**src/rtl/way_age_pkg.sv**
```systemverilog
package way_age_pkg;

  typedef enum logic [1:0] {
    MODE_LRU    = 2'd0,
    MODE_FIFO   = 2'd1,
    MODE_RROBIN = 2'd2,
    MODE_RANDOM = 2'd3
  } replMode_e;

  // strobes from the control path to the age store
  typedef struct packed {
    logic promote;    // rewrite the addressed set this edge
    logic useVictim;  // target is the oldest way, not the hit way
  } ageCmd_t;

endpackage

```
**src/rtl/way_age_store.sv**
```systemverilog
module way_age_store
  import way_age_pkg::*;
#(
  parameter int NUM_SETS = 16,
  parameter int NUM_WAYS = 4,
  localparam int SET_W = $clog2(NUM_SETS),
  localparam int WAY_W = $clog2(NUM_WAYS)
) (
  input  logic             clk,
  input  logic             rstN,
  input  logic [SET_W-1:0] setIdx,
  input  logic [WAY_W-1:0] accWay,
  input  ageCmd_t          cmd,
  output logic [WAY_W-1:0] oldestWay
);

  localparam logic [WAY_W-1:0] AGE_MAX = WAY_W'(NUM_WAYS - 1);

  logic [WAY_W-1:0] ageMem [NUM_SETS][NUM_WAYS];
  logic [WAY_W-1:0] ageRow [NUM_WAYS];
  logic [WAY_W-1:0] nextRow[NUM_WAYS];
  logic [WAY_W-1:0] targetWay;
  logic [WAY_W-1:0] targetAge;

  always_comb begin
    for (int w = 0; w < NUM_WAYS; w++) ageRow[w] = ageMem[setIdx][w];
  end

  always_comb begin
    oldestWay = '0;
    for (int w = 0; w < NUM_WAYS; w++) begin
      if (ageRow[w] == AGE_MAX) oldestWay = WAY_W'(w);
    end
  end

  assign targetWay = cmd.useVictim ? oldestWay : accWay;
  assign targetAge = ageRow[targetWay];

  for (genvar g = 0; g < NUM_WAYS; g++) begin : gWay
    always_comb begin
      if (WAY_W'(g) == targetWay)   nextRow[g] = '0;
      else if (ageRow[g] < targetAge) nextRow[g] = ageRow[g] + WAY_W'(1);
      else                            nextRow[g] = ageRow[g];
    end
  end

  always_ff @(posedge clk or negedge rstN) begin
    if (!rstN) begin
      for (int s = 0; s < NUM_SETS; s++) begin
        for (int w = 0; w < NUM_WAYS; w++) ageMem[s][w] <= WAY_W'(w);
      end
    end else if (cmd.promote) begin
      for (int w = 0; w < NUM_WAYS; w++) ageMem[setIdx][w] <= nextRow[w];
    end
  end

endmodule

```
**src/rtl/way_repl_ctrl.sv**
```systemverilog
module way_repl_ctrl
  import way_age_pkg::*;
#(
  parameter int NUM_WAYS = 4,
  localparam int WAY_W = $clog2(NUM_WAYS)
) (
  input  logic             clk,
  input  logic             rstN,
  input  logic [1:0]       mode,
  input  logic             accValid,
  input  logic             fillValid,
  input  logic [WAY_W-1:0] oldestWay,
  output ageCmd_t          cmd,
  output logic [WAY_W-1:0] victimWay
);

  replMode_e        curMode;
  logic [WAY_W-1:0] rrPtr;
  logic [WAY_W-1:0] rndPtr;

  assign curMode = replMode_e'(mode);

  always_comb begin
    cmd.useVictim = fillValid;
    unique case (curMode)
      MODE_LRU:  cmd.promote = fillValid | accValid;
      MODE_FIFO: cmd.promote = fillValid;
      default:   cmd.promote = 1'b0;
    endcase
  end

  always_comb begin
    unique case (curMode)
      MODE_RROBIN: victimWay = rrPtr;
      MODE_RANDOM: victimWay = rndPtr;
      default:     victimWay = oldestWay;
    endcase
  end

  always_ff @(posedge clk or negedge rstN) begin
    if (!rstN) begin
      rrPtr  <= '0;
      rndPtr <= '0;
    end else begin
      rndPtr <= rndPtr + WAY_W'(1);
      if (curMode == MODE_RROBIN && fillValid) rrPtr <= rrPtr + WAY_W'(1);
    end
  end

endmodule

```
**src/rtl/way_victim_select.sv**
```systemverilog
module way_victim_select
  import way_age_pkg::*;
#(
  parameter int NUM_SETS = 16,
  parameter int NUM_WAYS = 4,
  localparam int SET_W = $clog2(NUM_SETS),
  localparam int WAY_W = $clog2(NUM_WAYS)
) (
  input  logic             clk,
  input  logic             rstN,
  input  logic [1:0]       mode,
  input  logic [SET_W-1:0] setIdx,
  input  logic             accValid,
  input  logic [WAY_W-1:0] accWay,
  input  logic             fillValid,
  output logic [WAY_W-1:0] victimWay
);

  ageCmd_t          cmd;
  logic [WAY_W-1:0] oldestWay;

  way_age_store #(.NUM_SETS(NUM_SETS), .NUM_WAYS(NUM_WAYS)) store_i (
    .clk(clk), .rstN(rstN), .setIdx(setIdx), .accWay(accWay),
    .cmd(cmd), .oldestWay(oldestWay)
  );

  way_repl_ctrl #(.NUM_WAYS(NUM_WAYS)) ctrl_i (
    .clk(clk), .rstN(rstN), .mode(mode), .accValid(accValid),
    .fillValid(fillValid), .oldestWay(oldestWay), .cmd(cmd),
    .victimWay(victimWay)
  );

endmodule

```
**config.mk**
```make
export PLATFORM = sky130hd
export DESIGN_NAME = way_victim_select
export DESIGN_NICKNAME = d
export VERILOG_FILES = /design/src/rtl/way_age_pkg.sv /design/src/rtl/way_age_store.sv /design/src/rtl/way_repl_ctrl.sv /design/src/rtl/way_victim_select.sv
export SDC_FILE = /design/constraint.sdc
export NUM_CORES = 1
export LEC_CHECK = 0
export BUFFER_PORTS_ARGS = -buffer_cell sky130_fd_sc_hd__clkbuf_2
export CAP_MARGIN = 20
export CORE_MARGIN = 8
export CORE_UTILIZATION = 50
export DETAILED_ROUTE_END_ITERATION = 6
export GPL_TIMING_DRIVEN = 0
export PLACE_DENSITY_LB_ADDON = 0.25
export SYNTH_ARGS = -nofsm -noshare
export SYNTH_HDL_FRONTEND = slang
export SYNTH_SLANG_ARGS = --single-unit
```
**constraint.sdc**
```tcl
create_clock -name clk -period 4.6 [get_ports clk]
set_clock_uncertainty 0.05 [all_clocks]
set_input_delay 0.92 -clock clk [delete_from_list [all_inputs] [get_ports clk]]
set_output_delay 0.92 -clock clk [all_outputs]
set_load 0.01 [all_outputs]
```
==> Yosys cells after proc, flatten, opt, wreduce, memory -nomap -nowiden <==
Index checks and enable logic that the tools add are counted.
{ "op_classes": {"n_bitwise": 3, "muxes": 32, "n_eq_ne": 9, "n_reduce_logical": 4, "n_addsub": 6, "magnitude_cmp": 7} }
{ "op_table": {"columns": ["cell", "count"], "rows": [
  ["bitwise mux 128 bit", 4],
  ["demux 8 bit (select 4 bit)", 4],
  ["binary-select mux 8 bit (select 4 bit)", 1],
  ["2-to-1 mux 2 bit", 14],
  ["2-to-1 mux 8 bit", 3],
  ["adder 2 x 1 -> 2 bit (second input constant)", 6],
  ["equality test 2 bit (second input constant)", 5],
  ["less-than comparator 2 bit", 4],
  ["2-to-1 mux 6 bit", 1],
  [">= comparator 5 bit (second input constant)", 1],
  ["less-than comparator 5 x 1 -> 1 bit (second input constant)", 1],
  ["NOT 4 -> 5 bit", 1],
  ["binary-select mux 2 bit (select 2 bit)", 1],
  ["equality test 2 bit (first input constant)", 2],
  ["zero test 2 bit", 2],
  ["2-to-1 mux 4 bit", 1],
  ["one-hot mux 2 bit (2 select lines)", 1],
  [">= comparator 3 bit (second input constant)", 1],
  ["NOT 2 -> 3 bit", 1],
  ["equality test 1 x 2 -> 1 bit (first input constant)", 1],
  ["equality test 2 x 1 -> 1 bit (second input constant)", 1],
  ["logical AND 1 bit", 2],
  ["one-hot mux 1 bit (2 select lines)", 1],
  ["2-to-1 mux 1 bit", 1],
  ["bitwise OR 1 bit", 1]
]} }
{ "totals": {"wordCells": 127, "ff_bits": 132, "input_bits": 12, "output_inout_bits": 2} }

==> Depth between registers and ports, before layout <==
{ "logic_depth": {"depth_word": 20, "ltp_mapped": 17, "depth_no_buf": 12} }

==> By module <==
From an unflattened synthesis, not the netlist that was laid out.
{ "hier_totals": {"hier_cells": 535, "area_unflattened_um2": 6756.5} }
{ "modules_own_cells": {"columns": ["module", "area_per_inst_um2", "seq_area_each_um2", "cells_per_inst", "n_inst"], "rows": [
  ["way_age_store", 6550.0, 3283.1, 515, 1],
  ["way_repl_ctrl", 206.4, 100.1, 20, 1]
]} }

==> Worst setup path after synthesis <==
No wires, ideal clock.
{ "synth_path": {"path_type": "input port to flip-flop", "start": "in setIdx[0]", "end": "reg, netlist name store_i.ageMem[102]", "path_slack_ps": 189, "setup_time_ps": 64, "cell_stages": 17, "arrival_time_ps": 4296, "n_path_buf": 5, "required_ps": 4486, "path_cell_list": "buf_6 -> buf_12 -> buf_8 -> mux4_2 -> a22oi_2 -> nand2_4 -> ha_1 -> nor2_1 -> a21o_1 -> nand2_1 -> a2bb2oi_2 -> and3_1 -> buf_6 -> maj3_4 -> a211oi_4 -> buf_6 -> mux2_2"} }
{ "synth_via": {"elab_chain_cells": 20, "word_cells_on_any_way": 47, "classes_between": "add/sub: 4; order compare: 6; eq/ne: 6; mux: 27; bitwise: 2; reduce/logical: 2"} }
{ "synth_lines": {"columns": ["item", "line_no", "source"], "rows": [
  ["start: declaration", "way_victim_select.sv:12", "input logic [SET_W-1:0] setIdx,"],
  ["NOT 4 -> 5 bit (implied by the code) *", "way_age_store.sv:26, way_age_store.sv:53", null],
  ["binary-select mux 8 bit (select 4 bit)", "way_age_store.sv:26", "for (int w = 0; w < NUM_WAYS; w++) ageRow[w] = ageMem[setIdx][w];"],
  ["2-to-1 mux 8 bit (implied by the code) (2 in a row)", "way_age_store.sv:26", null],
  ["equality test 2 bit", "way_age_store.sv:32", "if (ageRow[w] == AGE_MAX) oldestWay = WAY_W'(w);"],
  ["2-to-1 mux 1 bit", "way_age_store.sv:32", null],
  ["2-to-1 mux 2 bit (2 in a row)", "way_age_store.sv:32", null],
  ["2-to-1 mux 2 bit", "way_age_store.sv:36", "assign targetWay = cmd.useVictim ? oldestWay : accWay;"],
  ["NOT 2 -> 3 bit (implied by the code)", "way_age_store.sv:37", "assign targetAge = ageRow[targetWay];"],
  ["binary-select mux 2 bit (select 2 bit)", "way_age_store.sv:37", null],
  ["2-to-1 mux 2 bit (implied by the code) (2 in a row)", "way_age_store.sv:37", null],
  ["less-than comparator 2 bit", "way_age_store.sv:42", "else if (ageRow[g] < targetAge) nextRow[g] = ageRow[g] + WAY_W'(1);"],
  ["2-to-1 mux 2 bit", "way_age_store.sv:42", null],
  ["2-to-1 mux 2 bit", "way_age_store.sv:41", "if (WAY_W'(g) == targetWay) nextRow[g] = '0;"],
  ["bitwise mux 128 bit (3 in a row)", "way_age_store.sv:53", "for (int w = 0; w < NUM_WAYS; w++) ageMem[setIdx][w] <= nextRow[w];"],
  ["bitwise mux 128 bit *", "way_age_store.sv:53", null]
]} }
Mark *: on every way between the ends. The rest lies on a longest branch, timed or not. The select of a mux whose other input is x is not followed.
A chain may end at the register's enable or synchronous reset.

==> Final worst setup path <==
{ "layout_path": {"start": "in setIdx[0]", "end": "reg, netlist name store_i.ageMem[14]"} }
{ "layout_via": {"elab_chain_cells": 20, "word_cells_on_any_way": 47, "classes_between": "add/sub: 4; order compare: 6; eq/ne: 6; mux: 27; bitwise: 2; reduce/logical: 2"} }
{ "layout_lines": {"columns": ["item", "line_no"], "rows": [
  ["NOT 4 -> 5 bit (implied by the code) *", "way_age_store.sv:26, way_age_store.sv:53"],
  ["binary-select mux 8 bit (select 4 bit)", "way_age_store.sv:26"],
  ["2-to-1 mux 8 bit (implied by the code) (2 in a row)", "way_age_store.sv:26"],
  ["equality test 2 bit", "way_age_store.sv:32"],
  ["2-to-1 mux 1 bit", "way_age_store.sv:32"],
  ["2-to-1 mux 2 bit (2 in a row)", "way_age_store.sv:32"],
  ["2-to-1 mux 2 bit", "way_age_store.sv:36"],
  ["NOT 2 -> 3 bit (implied by the code)", "way_age_store.sv:37"],
  ["binary-select mux 2 bit (select 2 bit)", "way_age_store.sv:37"],
  ["2-to-1 mux 2 bit (implied by the code) (2 in a row)", "way_age_store.sv:37"],
  ["less-than comparator 2 bit", "way_age_store.sv:42"],
  ["2-to-1 mux 2 bit", "way_age_store.sv:42"],
  ["2-to-1 mux 2 bit", "way_age_store.sv:41"],
  ["bitwise mux 128 bit (3 in a row)", "way_age_store.sv:53"],
  ["bitwise mux 128 bit *", "way_age_store.sv:53"]
]} }
Marks and branches as above.

==> metrics.md <==
| Metric | Value |
|---|---|
| Register bit total from synthesis | 132 |
| Post-synth ARST share | 100% |
| Share of cells above drive strength 1 | 41.0% |
| CTS H-tree depth | 4 |
| Area after DPL | 6810 um2 |
| Detailed-route DRC error count | 0 |
| Cell taking the most area after synthesis | dfrtp_1 |
| Arrival @ worst endpoint | 4780 ps |
| TritonCTS buffer count | 17 |
| IO Pins | 14 |
| Startpoint Class | input port |
| Final ANT Viol Nets | 0 |
| Crit path kind | input port to flop |
| Maxcap violations | 0 |
| Avg Vias per Cell | 5.80 |
| Peak VDD IR | 0.216 mV |
| Prevailing post-synth register cell | dfrtp_1 |
| Synthesized instance count | 549 |
| Yosys cell types | 55 |
| Initial antenna violation count | 0 |
| Clock transition at path regs | 50 ps |
| CTS root buf | clkbuf_16 |
| Slew headroom | 49.9% |
| PwrDens | 360 nW/um2 |
| Post-layout min period | 4470 ps |
| Filler cells | 1037 |
| Worst Slack Setup Final | 126 ps |
| Mean routed wirelength per cell | 18.9 um |
| Worst slew pin tran | 749 ps |
| CP Capture Type | flop |
| Die height | 130 um |
| Worst Path Max Fanout | 10 |
| Hold Buf Count CTS | 0 |
| Number of global-route vias before repair | 4509 |
| EDFF count, synth | 0 |
| Final setup viols | 0 |
| Leakage power | 0.00301 uW |
| Starting Density | 51.4% |
| Rows | 41 |
| Hold_ws | 336 ps |
| Multi-input gate area | 2900 um2 |
| Area contributors post-synth | dfrtp_1 26%, dfstp_2 26%, mux4_2 10% |
| Most frequent cells in the layout | 117 x nand2_1, 68 x dfrtp_1, 64 x dfstp_2 |
| Core box area | 12700 um2 |
| Initial DRT Pass Iterations | 5 |
| Worst-Skew Late Latency | 420 ps |
| Worst Hold Class | input port to asynchronous set/reset pin |
| DR vias | 4446 |
| Die W | 130 um |
| CTS Sinks | 132 |
| Initial drt markers | 386 |
| Yosys top cell area share | 26.1% |
| Max Slew Vio Count | 0 |
| Status | complete, no violations |
| CTS Buffer Depth | 2 |
| GPL Wtd Cong | 0.886 |
| Cell Area, Synth | 6510 um2 |
| Register area share after synthesis | 52.0% |
| Final Hold Vio Count | 0 |
| Seq. cell area | 3380 um2 |
| Most common cell after layout, fill and taps aside | nand2_1 |
| GRT Overall Usage | 18.6% |
| Total Nets Final | 597 |
| Pin count of the biggest net entering global routing | 106 |
| Antenna Cells | 0 |
| CTS tree | done |
| Area delta synth->final | 15.4% |
| Synth Area per Inst | 11.9 um2 |
| Final WL | 14500 um |
| GRT overflow | 0 |
| Die area | 16900 um2 |
| DP Wirelength | 10500 um |
| Global-route wire length before repair | 23700 um |
| Net count after synthesis | 564 |
| Required time of the critical path | 4910 ps |
| Post-route design area | 7510 um2 |
| DP Worst Slack | -490 ps |
| FMAX | 223 MHz |
| Period utilization | 97.3% |
| # port buffers | 10 |
| Yosys warns | 0 |
-- cells in the mapped netlist, types with 2 or more instances --
cell	count
o21ai_2	20
o221ai_4	2
a22oi_1	10
nor2_1	13
mux4_2	30
and3_1	2
nand3_1	4
dfstp_2	64
buf_2	10
o21ai_0	31
mux2_2	32
o21ai_1	48
buf_8	4
o22ai_1	2
clkbuf_1	17
nand2_1	117
nand2b_1	2
maj3_2	2
nand2_2	5
mux4_1	2
a22oi_2	5
nor3_1	3
buf_6	4
inv_1	7
nor2b_1	3
dfrtp_1	68
ha_1	3
o31a_1	3
a211oi_1	3
a21oi_1	5
xnor2_1	2
buf_4	2
a31oi_1	2
-- report_power, final --
part	switching [uW]	total, uW	leakage (uW)	internal [uW]
Combinational	81.0	123	0.00111	42.3
Sequential	7.48	1180	0.00160	1170
Clock	488	1400	0.000300	914
-- path summary, 6_finish.rpt --
| check | from | end | slack, ps | depth (start not counted) |
|---|---|---|---|---|
| min | rstN | store_i.ageMem[7]$_DFFE_PN0P_ | 340 | 1 |
| min reg2reg | store_i.ageMem[105]$_DFFE_PN1P_ | store_i.ageMem[105]$_DFFE_PN1P_ | 410 | 2 |
| max in group asynchronous | rstN | store_i.ageMem[25]$_DFFE_PN1P_ | 3380 | 2 |
| max | setIdx[0] | store_i.ageMem[14]$_DFFE_PN0P_ | 130 | 17 |
| min in group clk | store_i.ageMem[105]$_DFFE_PN1P_ | store_i.ageMem[105]$_DFFE_PN1P_ | 410 | 2 |
| max reg2reg | store_i.ageMem[106]$_DFFE_PN0P_ | store_i.ageMem[14]$_DFFE_PN0P_ | 650 | 15 |
-- final cells by class --
class | count | area share, %
Buffer | 39 | 3.61
Clock buffer | 21 | 6.00
Clock inverter | 11 | 2.10
Inverter | 7 | 0.350
Multi-Input combinational cell | 371 | 38.6
Sequential cell | 132 | 45.0
Tap cell | 172 | 2.86
Timing Repair Buffer | 14 | 1.45
-- repair_timing --
action / in CTS / in global routing
pin swaps: 0 / 2
buffers inserted: 0 / 3
hold endpoints to repair: 0 / 0
endpoints found under the setup margin: 14 / 93
resized for setup: 2 / 14
-- logic make-up after synthesis --
| kind of cell | count (synthesis) | share of synthesized area [%] |
|---|---|---|
| fa+ha+maj | 7 | 1.29 |
| xor+xnor | 3 | 0.404 |
| simple gates | 155 | 10.1 |
| mux | 65 | 16.9 |
| flops | 132 | 51.9 |
| buf+inv | 46 | 4.42 |
| compound gates | 141 | 15.0 |
-- critical path, cell delays in order --
cell	delay, ps
buf_6	170
buf_12	180
mux4_2	550
a22oi_1	230
nand2_2	160
ha_1	280
nand2b_1	200
a31o_2	320
nor2_1	250
a22oi_2	130
nor2b_1	150
buf_2	180
maj3_4	350
a211oi_4	200
buf_4	190
buf_6	140
mux2_2	150
-- routing by layer --
layer | track usage, % | up-vias | share of wire [%]
li1 | - | 2049 | -
met1 | 24.2 | 2233 | 44
met2 | 29.1 | 136 | 48
met3 | 4.12 | 28 | 5.6
met4 | 8.88 | 0 | 2.3
met5 | 0 | - | 0
-- through the flow --
stage / std cells / utilization (%) / total power [uW] / setup TNS (ps)
global route: 767 / 59.3 / 2780 / -147
detailed placement: 732 / 53.8 / 1320 / -37370
finish: 767 / 59.3 / 2710 / 0
floorplan: 549 / - / 1270 / 0
global placement: 731 / 53.5 / 1320 / -31440
CTS: 764 / 58.6 / 2720 / 0
-- flip-flops by register name (all words and copies together) (netlist names) --
register,count
ctrl_i.rndPtr,2
ctrl_i.rrPtr,2
store_i.ageMem,128
No activity file was read; power rests on OpenSTA's default activity.
